--- config.mk ---
export PLATFORM = sky130hd
export DESIGN_NAME = sync_serial_xcvr
export DESIGN_NICKNAME = d
export VERILOG_FILES = /design/src/rtl/sst_pkg.sv /design/src/rtl/sst_regs.sv /design/src/rtl/sst_engine.sv /design/src/rtl/sync_serial_xcvr.sv
export SDC_FILE = /design/constraint.sdc
export NUM_CORES = 1
export LEC_CHECK = 0
export BUFFER_PORTS_ARGS = -buffer_cell sky130_fd_sc_hd__buf_2
export CAP_MARGIN = 20
export CORE_MARGIN = 2
export CORE_UTILIZATION = 45
export CTS_CLUSTER_DIAMETER = 200
export CTS_CLUSTER_SIZE = 30
export DETAILED_ROUTE_END_ITERATION = 6
export PLACE_DENSITY = 0.66
export SYNTH_ARGS = -nofsm -noshare
export SYNTH_HDL_FRONTEND = slang
export SYNTH_SLANG_ARGS = --single-unit
--- constraint.sdc ---
create_clock -name clk -period 2.9 [get_ports clk]
set_clock_uncertainty 0.2 [all_clocks]
set_input_delay 0.145 -clock clk [delete_from_list [all_inputs] [get_ports clk]]
set_output_delay 0.145 -clock clk [all_outputs]
set_load 0.03 [all_outputs]
--- src/rtl/sst_pkg.sv ---
package sst_pkg;

   typedef enum logic [1:0] {
      REG_TXD  = 2'd0,
      REG_RXD  = 2'd1,
      REG_STAT = 2'd2,
      REG_CTRL = 2'd3
   } sst_reg_e;

   localparam int ST_TXE = 0;
   localparam int ST_RXF = 1;
   localparam int ST_OVR = 2;

   localparam int CT_TE = 0;
   localparam int CT_RE = 1;

endpackage

--- src/rtl/sst_regs.sv ---
module sst_regs
   import sst_pkg::*;
#(
   parameter int DATA_W = 8
) (
   input  logic              clk,
   input  logic              rst_n,
   input  logic              wr_en,
   input  logic              rd_en,
   input  logic [1:0]        addr,
   input  logic [DATA_W-1:0] wdata,
   input  logic              load,
   input  logic              store,
   input  logic              ovr_evt,
   input  logic [DATA_W-1:0] rsr,
   output logic [DATA_W-1:0] rdata,
   output logic              te,
   output logic              re,
   output logic              ovr,
   output logic              tx_empty,
   output logic              rx_full,
   output logic [DATA_W-1:0] tdr,
   output logic              rd_rdr
);

   logic              tdr_wr;
   logic              stat_wr;
   logic              ctrl_wr;
   logic [DATA_W-1:0] rdr;

   assign tdr_wr  = wr_en && (addr == REG_TXD);
   assign stat_wr = wr_en && (addr == REG_STAT);
   assign ctrl_wr = wr_en && (addr == REG_CTRL);
   assign rd_rdr  = rd_en && (addr == REG_RXD);

   always_ff @(posedge clk or negedge rst_n) begin
      if (!rst_n) begin
         tdr <= '0;
         rdr <= '0;
         te  <= 1'b0;
         re  <= 1'b0;
      end else begin
         if (tdr_wr)  tdr <= wdata;
         if (store)   rdr <= rsr;
         if (ctrl_wr) begin
            te <= wdata[CT_TE];
            re <= wdata[CT_RE];
         end
      end
   end

   always_ff @(posedge clk or negedge rst_n) begin
      if (!rst_n) begin
         tx_empty <= 1'b1;
         rx_full  <= 1'b0;
         ovr      <= 1'b0;
      end else begin
         if (tdr_wr)
            tx_empty <= 1'b0;
         else if (load)
            tx_empty <= 1'b1;

         if (store)
            rx_full <= 1'b1;
         else if (rd_rdr)
            rx_full <= 1'b0;

         if (ovr_evt)
            ovr <= 1'b1;
         else if (stat_wr && !wdata[ST_OVR])
            ovr <= 1'b0;
      end
   end

   always_comb begin
      rdata = '0;
      unique case (addr)
         REG_TXD:  rdata = tdr;
         REG_RXD:  rdata = rdr;
         REG_STAT: begin
            rdata[ST_TXE] = tx_empty;
            rdata[ST_RXF] = rx_full;
            rdata[ST_OVR] = ovr;
         end
         default: begin
            rdata[CT_TE] = te;
            rdata[CT_RE] = re;
         end
      endcase
   end

   AST_TXE_CLR_ON_WRITE: assert property (@(posedge clk) disable iff (!rst_n)
      tdr_wr |=> !tx_empty);
   AST_RXF_CLR_ON_READ: assert property (@(posedge clk) disable iff (!rst_n)
      (rd_rdr && !store) |=> !rx_full);
   AST_OVR_KEEPS_OLD: assert property (@(posedge clk) disable iff (!rst_n)
      ovr_evt |=> ($stable(rdr) && ovr));
   AST_OVR_ONE_IGNORED: assert property (@(posedge clk) disable iff (!rst_n)
      (ovr && stat_wr && wdata[ST_OVR]) |=> ovr);
   AST_LOAD_SETS_TXE: assert property (@(posedge clk) disable iff (!rst_n)
      (load && !tdr_wr) |=> tx_empty);
   AST_READ_MEETS_STORE: assert property (@(posedge clk) disable iff (!rst_n)
      (store && rd_rdr) |=> (rx_full && !ovr));
   AST_WRITE_MEETS_LOAD: assert property (@(posedge clk) disable iff (!rst_n)
      (load && tdr_wr) |=> !tx_empty);

endmodule

--- src/rtl/sst_engine.sv ---
module sst_engine #(
   parameter int DATA_W = 8,
   parameter int DIV    = 4
) (
   input  logic              clk,
   input  logic              rst_n,
   input  logic              te,
   input  logic              re,
   input  logic              ovr,
   input  logic              tx_empty,
   input  logic              rx_full,
   input  logic              rd_rdr,
   input  logic [DATA_W-1:0] tdr,
   input  logic              rxd,
   output logic              load,
   output logic              store,
   output logic              ovr_evt,
   output logic [DATA_W-1:0] rsr,
   output logic              sclk_o,
   output logic              txd_o
);

   localparam int HALF = DIV / 2;
   localparam int PW   = (DIV > 2) ? $clog2(DIV) : 1;
   localparam int BW   = (DATA_W > 2) ? $clog2(DATA_W) : 1;

   if (DIV < 2 || (DIV % 2) != 0) begin : g_bad_div
      $error("sst_engine: DIV must be even and at least 2");
   end
   if (DATA_W < 3) begin : g_bad_width
      $error("sst_engine: DATA_W must be at least 3");
   end

   logic              active;
   logic [PW-1:0]     ph;
   logic [BW-1:0]     bit_i;
   logic [DATA_W-1:0] tsr;
   logic              at_half;
   logic              at_last;
   logic              frame_end;
   logic              run_any;
   logic              start_ok;
   logic              start_now;

   if ((DIV & (DIV - 1)) == 0) begin : g_pow2
      assign at_last = &ph;
   end else begin : g_general
      assign at_last = (ph == PW'(DIV - 1));
   end

   assign at_half   = (ph == PW'(HALF - 1));
   assign run_any   = te | re;
   assign frame_end = active && at_last && (bit_i == BW'(DATA_W - 1));
   assign store     = frame_end && re && (!rx_full || rd_rdr);
   assign ovr_evt   = frame_end && re && rx_full && !rd_rdr;
   assign start_ok  = !ovr && ((te && !tx_empty) || (re && !te));
   assign start_now = run_any && start_ok && (!active || (frame_end && !ovr_evt));
   assign load      = start_now && te;

   always_ff @(posedge clk or negedge rst_n) begin
      if (!rst_n) begin
         active <= 1'b0;
         ph     <= '0;
         bit_i  <= '0;
         tsr    <= '0;
         rsr    <= '0;
         sclk_o <= 1'b1;
         txd_o  <= 1'b1;
      end else if (!run_any) begin
         active <= 1'b0;
         ph     <= '0;
         bit_i  <= '0;
         sclk_o <= 1'b1;
         txd_o  <= 1'b1;
      end else if (start_now) begin
         active <= 1'b1;
         ph     <= '0;
         bit_i  <= '0;
         sclk_o <= 1'b0;
         tsr    <= tdr;
         txd_o  <= te ? tdr[0] : 1'b1;
      end else if (active) begin
         if (at_half) begin
            sclk_o <= 1'b1;
            rsr    <= {rxd, rsr[DATA_W-1:1]};
            ph     <= ph + 1'b1;
         end else if (at_last) begin
            if (bit_i == BW'(DATA_W - 1)) begin
               active <= 1'b0;
               txd_o  <= 1'b1;
            end else begin
               bit_i  <= bit_i + 1'b1;
               ph     <= '0;
               sclk_o <= 1'b0;
               txd_o  <= te ? tsr[bit_i + BW'(1)] : 1'b1;
            end
         end else begin
            ph <= ph + 1'b1;
         end
      end
   end

   AST_OVR_FREEZES: assert property (@(posedge clk) disable iff (!rst_n)
      (ovr && !active) |=> (!active && sclk_o));
   AST_IDLE_WHEN_OFF: assert property (@(posedge clk) disable iff (!rst_n)
      !run_any |=> (sclk_o && txd_o));
   AST_NO_STORE_AND_OVR: assert property (@(posedge clk) disable iff (!rst_n)
      !(store && ovr_evt));
   AST_REST_HIGH: assert property (@(posedge clk) disable iff (!rst_n)
      (frame_end && !start_now) |=> (sclk_o && txd_o));

endmodule

--- src/rtl/sync_serial_xcvr.sv ---
module sync_serial_xcvr #(
   parameter int DATA_W = 8,
   parameter int DIV    = 4
) (
   input  logic              clk,
   input  logic              rst_n,
   input  logic              wr_en,
   input  logic              rd_en,
   input  logic [1:0]        addr,
   input  logic [DATA_W-1:0] wdata,
   output logic [DATA_W-1:0] rdata,
   output logic              sclk_o,
   output logic              txd_o,
   input  logic              rxd_i
);

   logic              te;
   logic              re;
   logic              ovr;
   logic              tx_empty;
   logic              rx_full;
   logic              rd_rdr;
   logic              load;
   logic              store;
   logic              ovr_evt;
   logic [DATA_W-1:0] tdr;
   logic [DATA_W-1:0] rsr;

   sst_regs #(.DATA_W(DATA_W)) u_regs (
      .clk      (clk),
      .rst_n    (rst_n),
      .wr_en    (wr_en),
      .rd_en    (rd_en),
      .addr     (addr),
      .wdata    (wdata),
      .load     (load),
      .store    (store),
      .ovr_evt  (ovr_evt),
      .rsr      (rsr),
      .rdata    (rdata),
      .te       (te),
      .re       (re),
      .ovr      (ovr),
      .tx_empty (tx_empty),
      .rx_full  (rx_full),
      .tdr      (tdr),
      .rd_rdr   (rd_rdr)
   );

   sst_engine #(.DATA_W(DATA_W), .DIV(DIV)) u_engine (
      .clk      (clk),
      .rst_n    (rst_n),
      .te       (te),
      .re       (re),
      .ovr      (ovr),
      .tx_empty (tx_empty),
      .rx_full  (rx_full),
      .rd_rdr   (rd_rdr),
      .tdr      (tdr),
      .rxd      (rxd_i),
      .load     (load),
      .store    (store),
      .ovr_evt  (ovr_evt),
      .rsr      (rsr),
      .sclk_o   (sclk_o),
      .txd_o    (txd_o)
   );

endmodule

==> impl_metrics.json <==
{
  "area_delta_synth_final_pct": 20.59,
  "slew_headroom_pct": 46.20,
  "die_h_um": 72.75,
  "pwr-share-clk_pct": 24.5,
  "synth_top_family_by_area": "multiplexers",
  "comb_power_share_pct": 28.2,
  "viasPerCell": 5.391,
  "grt_max_degree": 46,
  "min_path_cells": 4,
  "ys.flop_type": "dfrtp_1",
  "grt_overflow": 0,
  "highest_layer": "met4",
  "hp-class": "input pin to flop",
  "setup_tns_ps": 0,
  "clock_latency_ps": 290,
  "routedWlPerCell_um": 15.45,
  "fmax_mhz": 371.1,
  "grt_antenna_before_repair": 0,
  "synthArstFlopShare_pct": 100.0,
  "hold_ws_ps": 23.42,
  "status": "finished clean",
  "crit_fanout": 8,
  "drive_gt1_share_pct": 37.75,
  "max_stage_delay_ps": 530,
  "setup_viol": 0,
  "yosysSeqAreaShare_pct": 53.12,
  "clock_sinks": 45,
  "nFillCells": 403,
  "m1WireLength_um": 1818,
  "drc": 0,
  "period_minus_slack_ps": 2694,
  "cts.clk_slew.worst_paths_ps": 80,
  "synth_area_per_cell_um2": 13.21,
  "cp-end-kind": "flop",
  "track_usage_pct": 16.66,
  "synth_nets": 180,
  "row_count": 25,
  "grt_pass1_vias": 1464,
  "grt_pass1_wl_um": 6658,
  "critPathArrivalTime_ps": 2670,
  "ff2ff_path_depth": 7,
  "wl_met3_um": 169,
  "netSwitchingFraction_pct": 30.60,
  "timing.final.crit_share_pct": 92.91,
  "synth-edff-count": 0,
  "p_int_w": 0.001318,
  "synth_compound_area_share_pct": 6.118,
  "muxShareOfSynthArea_pct": 27.18,
  "yosys_warnings": 0,
  "power-per-cell-area_mw_per_mm2": 740.3,
  "p_leak_nw": 1.202,
  "cp_data_required_time_ps": 2880,
  "final_antenna_net_count": 0,
  "synthCells": 161,
  "slew_viol_final": 0,
  "numPortBuffers": 24,
  "seq_power_share_pct": 47.2,
  "htree_levels": 2,
  "crit_type": "flop to flop",
  "rsz0062_at_grt": "no",
  "ys_ff_latch": 45,
  "synth-xor-area-share_pct": 0.4118,
  "boundaryPins": 25,
  "globalplace.congestion": 0.7347,
  "p_sw_w": 0.0005811,
  "coreArea_mm2": 0.004629,
  "synthAdderAreaFrac_pct": 2.353,
  "die_area_mm2": 0.005293,
  "drt_iter0_drc": 66,
  "final_cell_mix": "dfrtp_1 (42), mux2_2 (26), buf_2 (24), nor2_1 (14)",
  "critPathMostFrequentCell": "ha_1",
  "die_x_um": 72.75,
  "final_cells": 258,
  "crit_path_start_kind": "flop",
  "antenna_cells": 0,
  "hold_viol": 0,
  "wirelength_um": 3986,
  "finalWorstSetupSlack_ps": 205.5,
  "num_vias": 1391,
  "worstPathCellList": "ha_1 -> ha_1 -> nand4_1 -> or3b_4 -> a31o_4 -> nor2_8 -> mux2_4",
  "drt-pass1-iter-count": 4,
  "drv_cap": 0,
  "dr_wl_met2_um": 1985,
  "cts_tree": "built",
  "mappedNetlistArea_mm2": 0.002127,
  "start_util_pct": 45.95,
  "place_hpwl_um": 2849,
  "numCtsBuffers": 5,
  "synth.distinct_cells": 35,
  "cpMaxStageDelayCell": "dfrtp_1",
  "post-place-ws_ps": 244.6,
  "peakVddDrop_uv": 451.8,
  "cts-root-buf": "clkbuf_8",
  "synth-simple-area-share_pct": 9.353,
  "mostFrequentLayoutCell": "dfrtp_1",
  "placed_cells": 237,
  "tightest_slew_ps": 803.5,
  "nets": 222,
  "clock_path_buffers": 2
}
synth_stat cells, types with 2 or more instances:
cell type	instances	area [µm²]
a21oi_1	4	20.02
buf_1	2	7.510
dfrtp_1	42	1051
dfstp_2	3	78.83
ha_1	4	50.05
inv_1	4	15.01
mux2_2	26	292.8
mux2_4	8	120.1
mux2i_1	12	120.1
mux4_2	2	45.04
nand2_1	10	37.54
nand3_1	2	10.01
nand3b_1	3	22.52
nand4_1	2	12.51
nor2_1	14	52.55
o21ai_0	4	20.02
stage by stage:
stage,area [µm²],power (W),util (%)
final,2565,0.001899,55.41
after global routing,2565,0.002012,55.41
after floorplan,2127,0.001290,-
after CTS,2535,0.001909,54.76
after global placement,2313,0.001415,49.97
after detailed placement,2313,0.001433,49.97
critical path: cells and delay by family (launching register included):
| kind | cells | cell delay (ps) |
|---|---|---|
| fa+ha+maj | 2 | 450 |
| mux | 1 | 320 |
| flops | 1 | 530 |
| simple gates | 3 | 810 |
| compound gates | 1 | 280 |
area by class of cell:
class | instances | area, µm² | area share, %
clock inverter | 2 | 38.79 | 1.512
inverter | 4 | 15.01 | 0.5854
clock buffer | 6 | 72.57 | 2.829
multi-input combinational | 108 | 965.9 | 37.66
sequential | 45 | 1130 | 44.05
timing repair buffer | 39 | 275.3 | 10.73
tap | 54 | 67.56 | 2.634
registers in the layout, summed over array words and instances (netlist names):
register	flops
u_engine.tsr	8
u_regs.rdr	8
u_engine.ph	2
u_regs.rx_full	1
u_regs.te	1
u_engine.active	1
u_regs.tdr	8
u_regs.ovr	1
u_engine.bit_i	3
u_engine.rsr	8
u_engine.sclk_o	1
u_regs.re	1
u_regs.tx_empty	1
u_engine.txd_o	1
metal layers:
layer	GRT usage, %	vias up
li1	-	665
met1	21.20	682
met2	27.37	42
met3	4.972	2
met4	5.350	0
met5	0	-
power by group through the flow:
stage / clock network, W / registers [W] / logic, W
after detailed placement: 0 / 0.000907 / 0.000526
after CTS: 0.000475 / 0.000897 / 0.000538
after global routing: 0.000503 / 0.000919 / 0.000591
after floorplan: 0 / 0.000890 / 0.000400
after global placement: 0 / 0.000905 / 0.000510
final: 0.000466 / 0.000897 / 0.000536
what timing repair did:
action | 4_1_cts | 5_1_grt
hold buffers | 11 | 1
buffers inserted | 0 | 0
resized for setup | 0 | 0
endpoints found under the hold margin | 54 | 3
worst paths after layout:
kind | start | to | slack [ps]
setup / recovery | u_engine.bit_i[0] | u_engine.rsr[6] | 210
hold / removal | rd_en | u_regs.rx_full | 20
setup reg to reg | u_engine.bit_i[0] | u_engine.rsr[6] | 210
hold reg to reg | u_regs.rdr[1] | u_regs.rdr[1] | 310
max in group asynchronous | rst_n | u_regs.tx_empty | 1480
min in group asynchronous | rst_n | u_engine.ph[0] | 530
cell families after synthesis:
group | Yosys count
buf+inv | 8
mux | 48
xor+xnor | 1
flops | 45
fa+ha+maj | 4
compound gates | 18
simple gates | 37
(Power assumes the default switching activity.)
